### config.mk
export PLATFORM = sky130hd
export DESIGN_NAME = burst_rd_ctrl
export DESIGN_NICKNAME = d
export VERILOG_FILES = /design/src/rtl/brc_pkg.sv /design/src/rtl/brc_cfg.sv /design/src/rtl/brc_seq.sv /design/src/rtl/brc_out.sv /design/src/rtl/burst_rd_ctrl.sv
export SDC_FILE = /design/constraint.sdc
export NUM_CORES = 1
export LEC_CHECK = 0
export ABC_AREA = 1
export BUFFER_PORTS_ARGS = -buffer_cell sky130_fd_sc_hd__buf_2
export CAP_MARGIN = 25
export CORE_MARGIN = 5
export CORE_UTILIZATION = 25
export DETAILED_ROUTE_END_ITERATION = 12
export GPL_TIMING_DRIVEN = 0
export PLACE_DENSITY_LB_ADDON = 0.3
export SYNTH_ARGS = -nofsm -noshare
export SYNTH_HDL_FRONTEND = slang
export SYNTH_HIERARCHICAL = 1
export SYNTH_SLANG_ARGS = --single-unit
### constraint.sdc
create_clock -name clk -period 1.4 [get_ports clk]
set_input_delay 0.07 -clock clk [delete_from_list [all_inputs] [get_ports clk]]
set_output_delay 0.07 -clock clk [all_outputs]
set_load 0.01 [all_outputs]
### src/rtl/brc_pkg.sv
`timescale 1ns/1ps
package brc_pkg;

    localparam int WAIT_W = 3;

    typedef enum logic [1:0] {
        BM_LINEAR = 2'd0,
        BM_WRAP8  = 2'd1,
        BM_WRAP16 = 2'd2,
        BM_WRAP32 = 2'd3
    } bmode_e;

    // Field order fixes the bit layout of the load value: sync_en is bit 8.
    typedef struct packed {
        logic              sync_en;
        logic              rdy_low;
        logic              rdy_early;
        logic              fall_edge;
        bmode_e            mode;
        logic [WAIT_W-1:0] wait_n;
    } cfg_t;

    localparam int CFG_W = $bits(cfg_t);

    localparam cfg_t CFG_RST = '{
        sync_en:   1'b0,
        rdy_low:   1'b0,
        rdy_early: 1'b0,
        fall_edge: 1'b0,
        mode:      BM_LINEAR,
        wait_n:    {WAIT_W{1'b1}}
    };

    typedef enum logic [1:0] {
        S_IDLE  = 2'd0,
        S_WAIT  = 2'd1,
        S_BURST = 2'd2
    } st_e;

    typedef struct packed {
        logic rdy;
        logic vld;
    } obeat_t;

endpackage

### src/rtl/brc_cfg.sv
`timescale 1ns/1ps
module brc_cfg
    import brc_pkg::*;
(
    input  logic             clk,
    input  logic             rst,
    input  logic             we,
    input  logic [CFG_W-1:0] wdata,
    output cfg_t             cfg
);

    always_ff @(posedge clk) begin
        if (rst)
            cfg <= CFG_RST;
        else if (we)
            cfg <= cfg_t'(wdata);
    end

endmodule

### src/rtl/brc_seq.sv
`timescale 1ns/1ps
module brc_seq
    import brc_pkg::*;
#(
    parameter int AW = 8
) (
    input  logic              clk,
    input  logic              rst,
    input  cfg_t              cfg,
    input  logic              ce_n,
    input  logic              oe_n,
    input  logic              adv_n,
    input  logic [AW-1:0]     addr,
    output st_e               st,
    output logic [WAIT_W-1:0] cnt,
    output logic [AW-1:0]     ptr
);

    localparam int NGRP = 3;   // wrap groups of 8, 16, 32 words
    localparam int GB0  = 3;   // log2 of the smallest group

    logic [AW-1:0] nxt_wrap [NGRP];
    logic [AW-1:0] nxt;

    // One wrap incrementer per group size: low bits count, upper bits stay.
    for (genvar gi = 0; gi < NGRP; gi++) begin : g_wrap
        localparam int GB = GB0 + gi;
        assign nxt_wrap[gi] = {ptr[AW-1:GB], ptr[GB-1:0] + GB'(1)};
    end

    always_comb begin
        unique case (cfg.mode)
            BM_WRAP8:  nxt = nxt_wrap[0];
            BM_WRAP16: nxt = nxt_wrap[1];
            BM_WRAP32: nxt = nxt_wrap[2];
            default:   nxt = ptr + AW'(1);
        endcase
    end

    always_ff @(posedge clk) begin
        if (rst) begin
            st  <= S_IDLE;
            cnt <= '0;
            ptr <= '0;
        end else if (!cfg.sync_en || ce_n) begin
            st  <= S_IDLE;
            cnt <= '0;
        end else if (!adv_n && oe_n) begin
            st  <= S_WAIT;
            cnt <= cfg.wait_n;
            ptr <= addr;
        end else begin
            unique case (st)
                S_WAIT: begin
                    if (cnt == '0)
                        st <= S_BURST;
                    else
                        cnt <= cnt - WAIT_W'(1);
                end
                S_BURST: begin
                    if (oe_n)
                        st <= S_IDLE;
                    else
                        ptr <= nxt;
                end
                default: st <= S_IDLE;
            endcase
        end
    end

endmodule

### src/rtl/brc_out.sv
`timescale 1ns/1ps
module brc_out
    import brc_pkg::*;
#(
    parameter int AW = 8
) (
    input  logic              clk,
    input  logic              rst,
    input  cfg_t              cfg,
    input  st_e               st,
    input  logic [WAIT_W-1:0] cnt,
    input  logic [AW-1:0]     ptr,
    input  logic              ce_n,
    input  logic              oe_n,
    input  logic [AW-1:0]     addr,
    output logic              rdy,
    output logic [2*AW-1:0]   dout
);

    localparam int DW    = 2 * AW;
    localparam int DEPTH = 1 << AW;

    // Behavioural array: word a holds {~a, a}.
    logic [DW-1:0] mem [DEPTH];
    for (genvar i = 0; i < DEPTH; i++) begin : g_mem
        localparam logic [AW-1:0] A = AW'(i);
        assign mem[i] = {~A, A};
    end

    obeat_t        core_b, neg_b, sel_b;
    logic [DW-1:0] core_d, neg_d, sel_d;
    logic          acc, rdy_act;

    always_comb begin
        core_b.vld = (st == S_BURST);
        core_b.rdy = core_b.vld ||
                     (cfg.rdy_early && st == S_WAIT && cnt == '0);
        core_d     = core_b.vld ? mem[ptr] : '0;
    end

    // Half-cycle retiming stage for falling-edge output.
    always_ff @(negedge clk) begin
        if (rst) begin
            neg_b <= '0;
            neg_d <= '0;
        end else begin
            neg_b <= core_b;
            neg_d <= core_d;
        end
    end

    assign sel_b = cfg.fall_edge ? neg_b : core_b;
    assign sel_d = cfg.fall_edge ? neg_d : core_d;
    assign acc   = !ce_n && !oe_n;

    always_comb begin
        if (!cfg.sync_en) begin
            rdy_act = acc;
            dout    = acc ? mem[addr] : '0;
        end else begin
            rdy_act = acc && sel_b.rdy;
            dout    = (acc && sel_b.vld) ? sel_d : '0;
        end
    end

    assign rdy = rdy_act ^ cfg.rdy_low;

endmodule

### src/rtl/burst_rd_ctrl.sv
`timescale 1ns/1ps
module burst_rd_ctrl
    import brc_pkg::*;
#(
    parameter int AW = 8
) (
    input  logic             clk,
    input  logic             rst,
    input  logic             cfg_we,
    input  logic [CFG_W-1:0] cfg_wdata,
    input  logic             ce_n,
    input  logic             oe_n,
    input  logic             adv_n,
    input  logic [AW-1:0]    addr,
    output logic             rdy,
    output logic [2*AW-1:0]  dout
);

    cfg_t              cfg;
    st_e               st;
    logic [WAIT_W-1:0] cnt;
    logic [AW-1:0]     ptr;

    brc_cfg u_cfg (
        .clk   (clk),
        .rst   (rst),
        .we    (cfg_we),
        .wdata (cfg_wdata),
        .cfg   (cfg)
    );

    brc_seq #(.AW(AW)) u_seq (
        .clk   (clk),
        .rst   (rst),
        .cfg   (cfg),
        .ce_n  (ce_n),
        .oe_n  (oe_n),
        .adv_n (adv_n),
        .addr  (addr),
        .st    (st),
        .cnt   (cnt),
        .ptr   (ptr)
    );

    brc_out #(.AW(AW)) u_out (
        .clk   (clk),
        .rst   (rst),
        .cfg   (cfg),
        .st    (st),
        .cnt   (cnt),
        .ptr   (ptr),
        .ce_n  (ce_n),
        .oe_n  (oe_n),
        .addr  (addr),
        .rdy   (rdy),
        .dout  (dout)
    );

endmodule

==> results.cfg <==
[run_status]
outcome = complete, but fails checks
violations = negative setup slack

[detailed_routing]
via_count = 2226
ant_nets = 0
dr.pass1.iters = 5
vias_per_cell = 4.297
wl_per_cell_um = 11.66
drt_wl_total_um = 6041
drt_iter0_markers = 89
drc = 0

[floorplan]
die_w_um = 104.6
dieHeight_um = 104.6
io_pins = 40
core_um2 = 8721
start_util = 0.2564
rows = 34
die_area_um2 = 10930

[placement]
dp.cells = 480
postPlaceCellArea_um2 = 2584
hpwlAfterDp_um = 4508
gp_congestion = 0.7813
io_buffer_count = 38

[cts]
clkLatencyLatePin_ns = 0.35
cts_made_buffers = 5
cts-htree-levels = 2
cts_buffer_depth = 2
clock-sinks = 40
cts_root_buf = clkbuf_8
clk_pin_slew_worst_paths_ns = 0.08
tritoncts = yes

[cells_and_area]
final_nets = 435
antennaDiodeCount = 0
synthToLayoutAreaGrowth_pct = 36.99
fin_area_um2 = 3063
drive_above_1_share = 0.3171
fin_cells = 518

[sta]
worst_pin_slew_ns = 0.5350
maxSlewViolCount = 0
setup_violations = 34
hold_viol = 0
max-slew-margin-rel = 0.6424
fin_skew_ns = 0.05770
rsz0062_at_grt = true
fin_tns_setup_ns = -14.14
fin_ws_ns = -0.6904
whs_ns = 0.03435

[grt]
grt_pass1_wl_um = 10140
grt_max_degree = 13
met3_usage = 0.02774
grt_use_met1 = 0.1407
antenna_found_initial = 0
gr-total-overflow = 0
met2_usage = 0.1864
busiest_layer = met2
grt_usage = 0.1115
first_global_vias = 2154

[yosys]
synth_area_um2 = 2236
synth_async_sr_flop_share = 0
synth_xor_area_frac = 0.003917
yosysSeqAreaShare = 0.3581
synth_mux_area_frac = 0
synth_compound_area_frac = 0.1718
synth.avg_cell_area_um2 = 6.694
synth_edf_count = 0
synth_cell_type_count = 31
synth.largest_area_cell = dfxtp_1
synth_top_family_by_area = simple AND/OR/NAND/NOR gates
yosys.area_share.adder = 0.01679
syn-instance-count = 334
yosys_most_used_dff = dfxtp_1
yosys-top-cells-area = dfxtp_1 36%, nand2_1 14%, nor2_1 10%
yosys.area_share.simple = 0.3352
synth_commonest_cells = 82 x nand2_1, 60 x nor2_1, 43 x inv_1
synthesis.nets = 360
ys_seq_elements = 40
synth_top_area_share = 0.3581
ys_warn_count = 6
synth_most_common_cell = nand2_1

[min_path]
hp-class = in2reg

[pwr]
peakVddDrop_mv = 0.3807
p_leak_nw = 1.478
finalPower_w = 0.002667
p_per_area_nw_per_um2 = 870.6

[worst_setup_path]
cp.arrival_ns = 2.02
required_ns = 1.33
path_class = reg2out
crit_path_end_kind = output port
cp_max_fo = 5
start_kind = flop

[job]
max-cap-violations = 0
metrics by stage:
stage	worst slack [ns]	util
after global routing	-0.7361	0.3512
after floorplan	-0.1784	-
final	-0.6904	0.3512
after CTS	-0.7259	0.3390
after detailed placement	-0.4328	0.2963
after global placement	-0.4143	0.2963
cell type report:
class | count | area, µm²
multi-input cells | 236 | 1300
fillers | 952 | 5658
repair buffers | 51 | 366.6
plain buffers | 9 | 76.32
flip-flops and latches | 40 | 813.3
well taps | 108 | 135.1
clock inverters | 19 | 71.32
inverters | 48 | 192.7
clock buffers | 7 | 107.6
critical path, cell delays in order, from the launching register on:
cell	delay [ns]
dfxtp_2	0.32
o211ai_4	0.17
buf_12	0.15
buf_8	0.12
o22ai_2	0.06
buf_2	0.16
layout by cell type (no fill, tap or decap), types with 2 or more instances in the layout:
cell type and n:
a21boi_0 6, a21oi_1 8, a21oi_2 4, buf_2 40, buf_4 3, buf_6 10, buf_8 2, clkbuf_8 6
dfxtp_1 32, dfxtp_2 7, dlygate4sd3_1 3, ha_1 3, inv_1 58, inv_2 4, inv_4 3, nand2_1 78
nand2_2 6, nand2_4 3, nand3_1 21, nor2_1 45, nor2_2 14, nor2_4 6, o21ai_0 15, o21ai_1 3
o21ai_2 5, o21bai_1 3, o22ai_2 7
logic make-up after synthesis:
| kind of cell | Yosys count |
|---|---|
| compound gates | 54 |
| xor+xnor | 1 |
| fa+ha+maj | 3 |
| buf+inv | 58 |
| flops | 40 |
| simple gates | 178 |
state kept, by name (all words and copies together), names as in the netlist:
register / flops
u_seq/st: 2
u_cfg/cfg: 9
u_seq/ptr: 8
u_out/neg_d: 16
u_out/neg_b: 2
u_seq/cnt: 3
report_power, final:
part / internal (W) / leakage [nW] / switching [W]
Sequential: 0.00116 / 0.329 / 0.0000231
Clock: 0.000571 / 0.156 / 0.000528
Combinational: 0.000150 / 0.994 / 0.000230
Total: 0.00189 / 1.48 / 0.000781
per-layer routing:
layer  vias up  wire length [µm]
li1       1194                 -
met3         4               354
met1       980              2731
met2        48              2883
met4         0                71
met5         -                 0
final timing paths:
| kind | from | endpoint | slack [ns] | depth (start not counted) |
|---|---|---|---|---|
| worst max-delay path | u_out/neg_b[0] | dout[13] | -0.69 | 5 |
| worst max register to register | u_seq/st[0] | u_out/neg_d[5] | -0.20 | 6 |
| worst min-delay path | cfg_we | u_cfg/cfg[6] | 0.03 | 4 |
| worst min register to register | u_cfg/cfg[0] | u_cfg/cfg[0] | 0.47 | 2 |
timing repair:
item,in CTS,in global routing
hold endpoints to repair,3,0
gates resized for setup,18,35
hold buffers,3,0
pin swaps,9,11
setup buffers,8,1
cloned,2,0
endpoints found under the setup margin,34,40
(Power assumes the default switching activity.)
